File: config.mk
export PLATFORM = sky130hd
export DESIGN_NAME = lpi_ctrl
export DESIGN_NICKNAME = d
export VERILOG_FILES = /design/src/rtl/lpi_pkg.sv /design/src/rtl/lpi_link_timer.sv /design/src/rtl/lpi_tx_seq.sv /design/src/rtl/lpi_regs.sv /design/src/rtl/lpi_ctrl.sv
export SDC_FILE = /design/constraint.sdc
export NUM_CORES = 1
export LEC_CHECK = 0
export CAP_MARGIN = 5
export CORE_MARGIN = 1.5
export CORE_UTILIZATION = 30
export CTS_BUF_LIST = sky130_fd_sc_hd__clkbuf_8
export DETAILED_ROUTE_END_ITERATION = 8
export GPL_ROUTABILITY_DRIVEN = 0
export PLACE_DENSITY_LB_ADDON = 0.05
export SYNTH_ARGS = -nofsm -noshare
export SYNTH_HDL_FRONTEND = slang
export SYNTH_SLANG_ARGS = --single-unit
File: constraint.sdc
create_clock -name clk -period 6.55 [get_ports clk]
set_input_delay 1.31 -clock clk [delete_from_list [all_inputs] [get_ports clk]]
set_output_delay 1.31 -clock clk [all_outputs]
set_load 0.05 [all_outputs]
File: src/rtl/lpi_pkg.sv
package lpi_pkg;
  localparam int LS_W  = 11;
  localparam int TW_W  = 16;
  localparam int REG_W = 32;

  // status/control field positions
  localparam int POS_CTL  = 16;   // four control bits [19:16]
  localparam int POS_RXST = 9;
  localparam int POS_TXST = 8;
  localparam int POS_LS   = 16;   // timer word link-stable field
  localparam int IRQ_BIT  = 10;

  // control vector index (ctl[3:0] = {auto, use_link, link, enable})
  localparam int C_EN = 0, C_LINK = 1, C_USE = 2, C_AUTO = 3;
  // event index
  localparam int E_TX_IN = 0, E_TX_OUT = 1, E_RX_IN = 2, E_RX_OUT = 3;

  typedef enum logic [1:0] {TX_RUN, TX_LPI, TX_WAKE} tx_state_e;

  function automatic logic [REG_W-1:0] pack_csr(input logic [3:0] ctl,
      input logic rxst, input logic txst, input logic [3:0] ev);
    logic [REG_W-1:0] v;
    v = '0;
    v[POS_CTL +: 4] = ctl;
    v[POS_RXST]     = rxst;
    v[POS_TXST]     = txst;
    v[3:0]          = ev;
    return v;
  endfunction

  function automatic logic [REG_W-1:0] pack_tmr(input logic [LS_W-1:0] ls,
      input logic [TW_W-1:0] tw);
    logic [REG_W-1:0] v;
    v = '0;
    v[POS_LS +: LS_W] = ls;
    v[0 +: TW_W]      = tw;
    return v;
  endfunction

  function automatic logic link_ready(input logic [LS_W-1:0] cnt,
      input logic [LS_W-1:0] lim);
    return cnt >= lim;
  endfunction

  function automatic logic wake_done(input logic [TW_W-1:0] cnt,
      input logic [TW_W-1:0] lim);
    return cnt >= lim;
  endfunction
endpackage

File: src/rtl/lpi_link_timer.sv
module lpi_link_timer
  import lpi_pkg::*;
(
  input  logic            clk,
  input  logic            rst_n,
  input  logic            link_ok,
  input  logic            tick_ms,
  input  logic [LS_W-1:0] lim,
  output logic            stable
);
  logic [LS_W-1:0] cnt;

  always_ff @(posedge clk) begin
    if (!rst_n)                              cnt <= '0;
    else if (!link_ok)                       cnt <= '0;
    else if (tick_ms && !link_ready(cnt, lim)) cnt <= cnt + 1'b1;
  end

  assign stable = link_ok && link_ready(cnt, lim);


  link_restart_chk: assert property (@(posedge clk) disable iff (!rst_n)
    !link_ok |=> cnt == '0);
endmodule

File: src/rtl/lpi_tx_seq.sv
module lpi_tx_seq
  import lpi_pkg::*;
(
  input  logic            clk,
  input  logic            rst_n,
  input  logic            lpi_en,
  input  logic            auto_en,
  input  logic            mac_idle,
  input  logic            frame_pend,
  input  logic            link_stable,
  input  logic            tick_us,
  input  logic [TW_W-1:0] tw,
  output logic            tx_lpi,
  output logic            tx_hold,
  output logic            ev_entry,
  output logic            ev_exit
);
  tx_state_e       state;
  logic [TW_W-1:0] wk_cnt;
  logic            go_sleep, go_wake, wake_fin;

  assign go_sleep = (state == TX_RUN) && lpi_en && auto_en && mac_idle &&
                    !frame_pend && link_stable;
  assign go_wake  = (state == TX_LPI) && (frame_pend || !lpi_en || !auto_en);
  assign wake_fin = (state == TX_WAKE) && wake_done(wk_cnt, tw);

  always_ff @(posedge clk) begin
    if (!rst_n) begin
      state  <= TX_RUN;
      wk_cnt <= '0;
    end else begin
      if (go_sleep)      state <= TX_LPI;
      else if (go_wake)  state <= TX_WAKE;
      else if (wake_fin) state <= TX_RUN;

      if (go_wake)
        wk_cnt <= '0;
      else if ((state == TX_WAKE) && tick_us && !wake_fin)
        wk_cnt <= wk_cnt + 1'b1;
    end
  end

  assign tx_lpi   = (state == TX_LPI);
  assign tx_hold  = (state != TX_RUN);
  assign ev_entry = go_sleep;
  assign ev_exit  = go_wake;


  lpi_hold_chk: assert property (@(posedge clk) disable iff (!rst_n)
    tx_lpi |-> tx_hold);

  entry_gate_chk: assert property (@(posedge clk) disable iff (!rst_n)
    $rose(tx_lpi) |-> $past(lpi_en && auto_en && mac_idle && !frame_pend && link_stable));

  exit_hold_chk: assert property (@(posedge clk) disable iff (!rst_n)
    $fell(tx_lpi) |-> tx_hold);

  force_exit_chk: assert property (@(posedge clk) disable iff (!rst_n)
    (tx_lpi && !lpi_en) |=> !tx_lpi);
endmodule

File: src/rtl/lpi_regs.sv
module lpi_regs
  import lpi_pkg::*;
#(
  parameter int              ADDR_W  = 8,
  parameter logic [ADDR_W-1:0] CSR_OFS = 8'h30,
  parameter logic [ADDR_W-1:0] TMR_OFS = 8'h34,
  parameter logic [LS_W-1:0] LS_RST  = 11'd1000,
  parameter logic [TW_W-1:0] TW_RST  = '0
)(
  input  logic              clk,
  input  logic              rst_n,
  input  logic              sel,
  input  logic              wr,
  input  logic [ADDR_W-1:0] addr,
  input  logic [REG_W-1:0]  wdata,
  output logic [REG_W-1:0]  rdata,
  input  logic [3:0]        ev_set,
  input  logic              rx_st,
  input  logic              tx_st,
  output logic [3:0]        ctl,
  output logic [LS_W-1:0]   ls_time,
  output logic [TW_W-1:0]   tw_time,
  output logic              irq
);
  logic       csr_hit, tmr_hit, rd_csr;
  logic [3:0] ev;
  logic       wdata_unused;

  assign csr_hit = sel && (addr == CSR_OFS);
  assign tmr_hit = sel && (addr == TMR_OFS);
  assign rd_csr  = csr_hit && !wr;
  assign wdata_unused = ^{wdata[REG_W-1:POS_CTL+4], wdata[POS_CTL-1:0]};

  always_ff @(posedge clk) begin
    if (!rst_n) begin
      ctl     <= '0;
      ls_time <= LS_RST;
      tw_time <= TW_RST;
      ev      <= '0;
    end else begin
      if (csr_hit && wr) ctl <= wdata[POS_CTL +: 4];
      if (tmr_hit && wr) begin
        ls_time <= wdata[POS_LS +: LS_W];
        tw_time <= wdata[0 +: TW_W];
      end
      ev <= (rd_csr ? 4'b0 : ev) | ev_set;
    end
  end

  always_comb begin
    if (csr_hit)      rdata = pack_csr(ctl, rx_st, tx_st, ev);
    else if (tmr_hit) rdata = pack_tmr(ls_time, tw_time);
    else              rdata = '0;
  end

  assign irq = |ev;


  clr_on_read_chk: assert property (@(posedge clk) disable iff (!rst_n)
    (rd_csr && ev_set == 4'b0) |=> ev == 4'b0);

  irq_follow_chk: assert property (@(posedge clk) disable iff (!rst_n)
    (ev_set != 4'b0) |=> irq);
endmodule

File: src/rtl/lpi_ctrl.sv
module lpi_ctrl
  import lpi_pkg::*;
#(
  parameter int                ADDR_W  = 8,
  parameter logic [ADDR_W-1:0] CSR_OFS = 8'h30,
  parameter logic [ADDR_W-1:0] TMR_OFS = 8'h34,
  parameter int                IRQ_W   = 16
)(
  input  logic              clk,
  input  logic              rst_n,
  input  logic              reg_sel,
  input  logic              reg_wr,
  input  logic [ADDR_W-1:0] reg_addr,
  input  logic [31:0]       reg_wdata,
  output logic [31:0]       reg_rdata,
  input  logic              mac_idle_i,
  input  logic              frame_pend_i,
  input  logic              rx_lpi_i,
  input  logic              tick_us_i,
  input  logic              tick_ms_i,
  output logic              tx_lpi_o,
  output logic              tx_hold_o,
  output logic              lpi_irq_o,
  output logic [IRQ_W-1:0]  mac_int_sts_o
);
  logic [3:0]      ctl, ev_set;
  logic [LS_W-1:0] ls_time;
  logic [TW_W-1:0] tw_time;
  logic            link_ok, link_stable, rx_q, ev_entry, ev_exit, irq;

  always_ff @(posedge clk) begin
    if (!rst_n) rx_q <= 1'b0;
    else        rx_q <= rx_lpi_i;
  end

  assign link_ok = ctl[C_USE] ? ctl[C_LINK] : 1'b1;

  always_comb begin
    ev_set           = '0;
    ev_set[E_TX_IN]  = ev_entry;
    ev_set[E_TX_OUT] = ev_exit;
    ev_set[E_RX_IN]  = rx_lpi_i && !rx_q;
    ev_set[E_RX_OUT] = !rx_lpi_i && rx_q;
  end

  lpi_regs #(.ADDR_W(ADDR_W), .CSR_OFS(CSR_OFS), .TMR_OFS(TMR_OFS)) regs_i (
    .clk(clk), .rst_n(rst_n), .sel(reg_sel), .wr(reg_wr), .addr(reg_addr),
    .wdata(reg_wdata), .rdata(reg_rdata), .ev_set(ev_set), .rx_st(rx_q),
    .tx_st(tx_lpi_o), .ctl(ctl), .ls_time(ls_time), .tw_time(tw_time), .irq(irq)
  );

  lpi_link_timer link_i (
    .clk(clk), .rst_n(rst_n), .link_ok(link_ok), .tick_ms(tick_ms_i),
    .lim(ls_time), .stable(link_stable)
  );

  lpi_tx_seq seq_i (
    .clk(clk), .rst_n(rst_n), .lpi_en(ctl[C_EN]), .auto_en(ctl[C_AUTO]),
    .mac_idle(mac_idle_i), .frame_pend(frame_pend_i), .link_stable(link_stable),
    .tick_us(tick_us_i), .tw(tw_time), .tx_lpi(tx_lpi_o), .tx_hold(tx_hold_o),
    .ev_entry(ev_entry), .ev_exit(ev_exit)
  );

  always_comb begin
    mac_int_sts_o          = '0;
    mac_int_sts_o[IRQ_BIT] = irq;
  end
  assign lpi_irq_o = irq;


  rx_edge_chk: assert property (@(posedge clk) disable iff (!rst_n)
    $rose(rx_q) |-> $past(ev_set[E_RX_IN]));
endmodule

# Word level (Yosys, flattened, before mapping)
# Cells that the tools add are included.
dict set report totals {
  reg_bits 65
  latchBits 0
  ram_bits 0
  rom_bits 0
  in_bits 49
  word_cells 62
  memories 0
}
dict set report op_classes {
  addsub 2
  multipliers 0
  n_div 0
  order_cmp 2
  n_eq_ne 4
  n_shift 0
  mux 7
  n_bitwise 2
  reduce_logical 36
}
# operator count
set op_table {}
lappend op_table {{$mux 32} 1}
lappend op_table {{$mux 27} 1}
lappend op_table {{$logic_and 1x1->1} 18}
lappend op_table {{$add 16x1->16 const B} 1}
lappend op_table {{$eq 8x6->1 const B} 2}
lappend op_table {{$ge 16x16->1} 1}
lappend op_table {{$add 11x1->11 const B} 1}
lappend op_table {{$ge 11x11->1} 1}
lappend op_table {{$logic_not 1->1} 8}
lappend op_table {{$mux 2} 2}
lappend op_table {{$mux 4} 1}
lappend op_table {{$or 4x4->4} 1}
lappend op_table {{$reduce_bool 2->1} 2}
lappend op_table {{$reduce_or 2->1} 2}
lappend op_table {{$reduce_or 4->1} 1}
lappend op_table {{$reduce_bool 3->1} 1}
lappend op_table {{$eq 2x1->1 const B} 1}
lappend op_table {{$eq 2x2->1 const B} 1}
lappend op_table {{$logic_not 2->1} 1}
lappend op_table {{$logic_or 1x1->1} 2}
lappend op_table {{$mux 1} 2}
lappend op_table {{$reduce_and 2->1} 1}
lappend op_table {{$not 1->1} 1}

# Depth between registers and ports, before layout
dict set report depth {
  ltp_word 7
  mapped_depth 10
  ltp_nobuf 7
}

# Cells and area by module
# From an unflattened synthesis, not the netlist that was laid out.
dict set report hier_totals {
  hier_cells 491
  hier_area_um2 4023.9
}
# mod n_inst cells_per_inst area_per_inst_um2 seq_area_each_um2
set modules_own_cells {}
lappend modules_own_cells {lpi_regs 1 205 1786.7 700.7}
lappend modules_own_cells {lpi_tx_seq 1 161 1287.5 360.3}
lappend modules_own_cells {lpi_link_timer 1 103 780.7 220.2}
lappend modules_own_cells {lpi_ctrl 1 22 168.9 20.0}

# Worst setup path after synthesis
# Ideal clock, no wire load.
dict set report synth_path {
  path_type {in2out}
  start {in reg_addr[1]}
  end {out reg_rdata[17]}
  t_arrival_ns 2.817
  slack_ns 2.423
  stages 5
  n_path_buf 2
  cell_sequence {nor4b_1 > and4_1 > clkbuf_1 > clkbuf_1 > a22o_1}
}
dict set report synth_via {
  elab_chain_cells 4
  word_cells_on_any_way 6
  cone_classes {eq/ne (2); mux (2); reduce/logical (2)}
}
# item line_no
set synth_rtl {}
lappend synth_rtl {{from (decl)} lpi_ctrl.sv:13} ;# input logic [ADDR_W-1:0] reg_addr,
lappend synth_rtl {{$eq 8x6->1} lpi_regs.sv:30} ;# assign tmr_hit = sel && (addr == TMR_OFS);
lappend synth_rtl {{$logic_and 1x1->1} lpi_regs.sv:30}
lappend synth_rtl {{$mux 27} lpi_regs.sv:52} ;# else if (tmr_hit) rdata = pack_tmr(ls_time, tw_time);
lappend synth_rtl {{$mux 32 *} lpi_regs.sv:51} ;# if (csr_hit) rdata = pack_csr(ctl, rx_st, tx_st, ev);
lappend synth_rtl {{to (decl)} lpi_ctrl.sv:15} ;# output logic [31:0] reg_rdata,
# Mark *: on every way between the ends. The rest lies on a longest branch, timed or not.

# Worst setup path in the final report
dict set report layout_path {
  start {in reg_addr[1]}
  end {out reg_rdata[2]}
}
# The elaborated chain is that of the path after synthesis.

==> results.json <==
{
  "status": "finished clean",
  "root_buffer": "clkbuf_8",
  "die-area_um2": 14430,
  "finalWorstPathRequiredPeriod_ns": 5.072,
  "grt_first_pass_wirelength_um": 17550,
  "tightest_slew_ns": 1.014,
  "insertion_delay_ns": 0.36,
  "grtUsageMet2": 0.2361,
  "drt_iter0_markers": 213,
  "worstSetupPathType": "input port to output port",
  "drtAntennaViolNets": 0,
  "die_h_um": 120.1,
  "post-cts-setup-buffers": 0,
  "ys_seq_area_frac": 0.3161,
  "leakage_nw": 1.908,
  "drt-total-wl_um": 10660,
  "clockBufferDepth": 2,
  "groute.usage.overall": 0.1543,
  "portBuffers": 74,
  "synth-seq-cells": 65,
  "grt_setup_unrepaired": "false",
  "layout-drive-gt1-share": 0.05272,
  "hold-worst-slack_ns": 0.4839,
  "antenna_found_initial": 0,
  "endpoint_kind": "output port",
  "setup_tns_ns": 0,
  "post-route-period-util": 0.7744,
  "max_cap_violations": 0,
  "vias": 3632,
  "die_x_um": 120.1,
  "firstDrtPassIters": 6,
  "cts_max_level": 3,
  "core_area_um2": 13300,
  "final_cell_mix": "87 x nand2_1, 74 x clkdlybuf4s50_1, 65 x dfxtp_1",
  "routedWlPerCell_um": 14.29,
  "cts_made_buffers": 9,
  "grt_pass1_vias": 3458,
  "final_core_util": 0.3820,
  "fill_cells": 1443,
  "syn-cell-area_um2": 4116,
  "final-max-slew-violation-count": 0,
  "ys_types": 53,
  "arrival_ns": 3.76,
  "grt_max_degree": 30,
  "p_per_area_nw_per_um2": 159.7,
  "holdBufCountCts": 0,
  "busiest_layer": "met2",
  "finalNetCount": 642,
  "num_rows": 42,
  "grt_use_met1": 0.2117,
  "peakVddDrop_uv": 62.17,
  "drcViolationCount": 0,
  "dpl.hpwl_um": 7795,
  "clock_sinks": 65,
  "ys.flop_type": "dfxtp_1",
  "hold_viol": 0,
  "area_growth_syn_to_layout_pct": 23.37,
  "final_common_cell": "nand2_1",
  "grt.overflow.total": 0,
  "grt_util_met3": 0.03089,
  "cts_resized": 0,
  "clock.fmax_mhz": 197.2,
  "slew_headroom": 0.3237,
  "required_ns": 5.24,
  "synth-edff-count": 0,
  "synthCells": 504,
  "routed_via_density": 4.869,
  "synth_async_sr_flop_share": 0,
  "io_pins": 100,
  "cts_tree": "done",
  "start_kind": "input port",
  "skew_ns": 0.009578,
  "critPathMaxFanout": 16,
  "avgSynthCellArea_um2": 8.168,
  "ys_warn_count": 0,
  "min-delay-path-class": "register to register",
  "setup_viol": 0,
  "start_util": 0.3096,
  "clkTransAtPathRegs_ns": 0.07
}
flip-flops by register name (all words and copies together) (netlist names):
register,flops
link_i.cnt,11
regs_i.ctl,4
regs_i.ev,4
regs_i.ls_time,11
regs_i.tw_time,16
rx_q,1
seq_i.state,2
seq_i.wk_cnt,16
worst max-delay path, cell delays in order:
cell and delay [ns]:
clkdlybuf4s50_1 0.40, nor4b_1 0.35, and4b_1 0.64, a22o_1 0.24
clkdlybuf4s50_1 0.82
synthesized netlist by cell type, drive strengths merged, types with 2 or more instances:
cell type | count | area, µm²
o21ai | 8 | 40.03
a2111oi | 3 | 63.81
inv | 33 | 123.9
nor3 | 2 | 10.01
dfxtp | 65 | 1301
buf | 31 | 220.2
a31o | 3 | 26.28
and3 | 5 | 31.28
and4 | 4 | 35.03
o211ai | 7 | 52.55
nand3b | 3 | 22.52
nand3 | 12 | 60.06
nor2b | 5 | 31.28
ha | 29 | 362.9
a211o | 2 | 17.52
o31ai | 8 | 60.06
nand4 | 17 | 106.4
or3 | 5 | 36.28
o2111ai | 3 | 26.28
a22o | 10 | 87.58
a21boi | 27 | 202.7
nand2 | 87 | 326.6
nor2 | 11 | 41.29
nor4 | 7 | 43.79
or4 | 12 | 90.09
and2 | 20 | 125.1
o21a | 3 | 22.52
a21o | 3 | 22.52
nand2b | 14 | 95.09
a21oi | 21 | 108.9
mux2i | 13 | 130.1
clkbuf | 17 | 63.81
a211oi | 3 | 32.53
logic make-up after synthesis:
logic type,synth area share
AO/OA/AOI/OAI,0.1991
adder cells (fa/ha/maj),0.08815
buffers and inverters,0.09909
flip-flops,0.3161
multiplexers,0.03161
other,0.0009110
AND/OR/NAND/NOR,0.2650
layer usage:
layer | share of wire | up-vias | routed length [µm]
met5 | 0 | - | 0
met4 | 0.018 | 0 | 187
met3 | 0.056 | 13 | 594
met2 | 0.42 | 97 | 4479
met1 | 0.51 | 1653 | 5398
li1 | - | 1869 | -
cell type report:
| class | instances | area [µm²] | share of cell area |
|---|---|---|---|
| repair buffers | 78 | 770.7 | 0.1518 |
| inverters | 33 | 123.9 | 0.02439 |
| multi-input cells | 377 | 2479 | 0.4881 |
| well taps | 176 | 220.2 | 0.04336 |
| clock buffers | 11 | 151.4 | 0.02981 |
| flip-flops and latches | 65 | 1301 | 0.2562 |
| clock inverters | 5 | 30.03 | 0.005913 |
| diodes | 1 | 2.502 | 0.0004927 |
stage by stage:
stage	instance area [µm²]	setup slack [ns]	power, mW	instances
floorplan	4188	2.423	0.4679	523
global placement	4895	1.484	0.4930	729
detailed placement	4895	1.467	0.4937	729
CTS	5076	1.444	0.8266	745
global route	5076	1.286	0.8493	745
finish	5079	1.478	0.8109	746
path summary, 6_finish.rpt:
kind                                           to               start  slack, ns  depth (start not counted)
worst min register to register  regs_i.tw_time[6]   regs_i.tw_time[6]       0.48                          2
worst min-delay path            regs_i.tw_time[6]   regs_i.tw_time[6]       0.48                          2
worst max-delay path                 reg_rdata[2]         reg_addr[1]       1.48                          5
worst max register to register    seq_i.wk_cnt[9]  regs_i.tw_time[14]       3.79                          7
report_power, final:
part           switching, mW  internal (mW)  total, mW
sequential           0.00252          0.397      0.400
combinational         0.0506         0.0342     0.0848
clock                  0.170          0.156      0.326
Power figures use the tool's default switching activity.
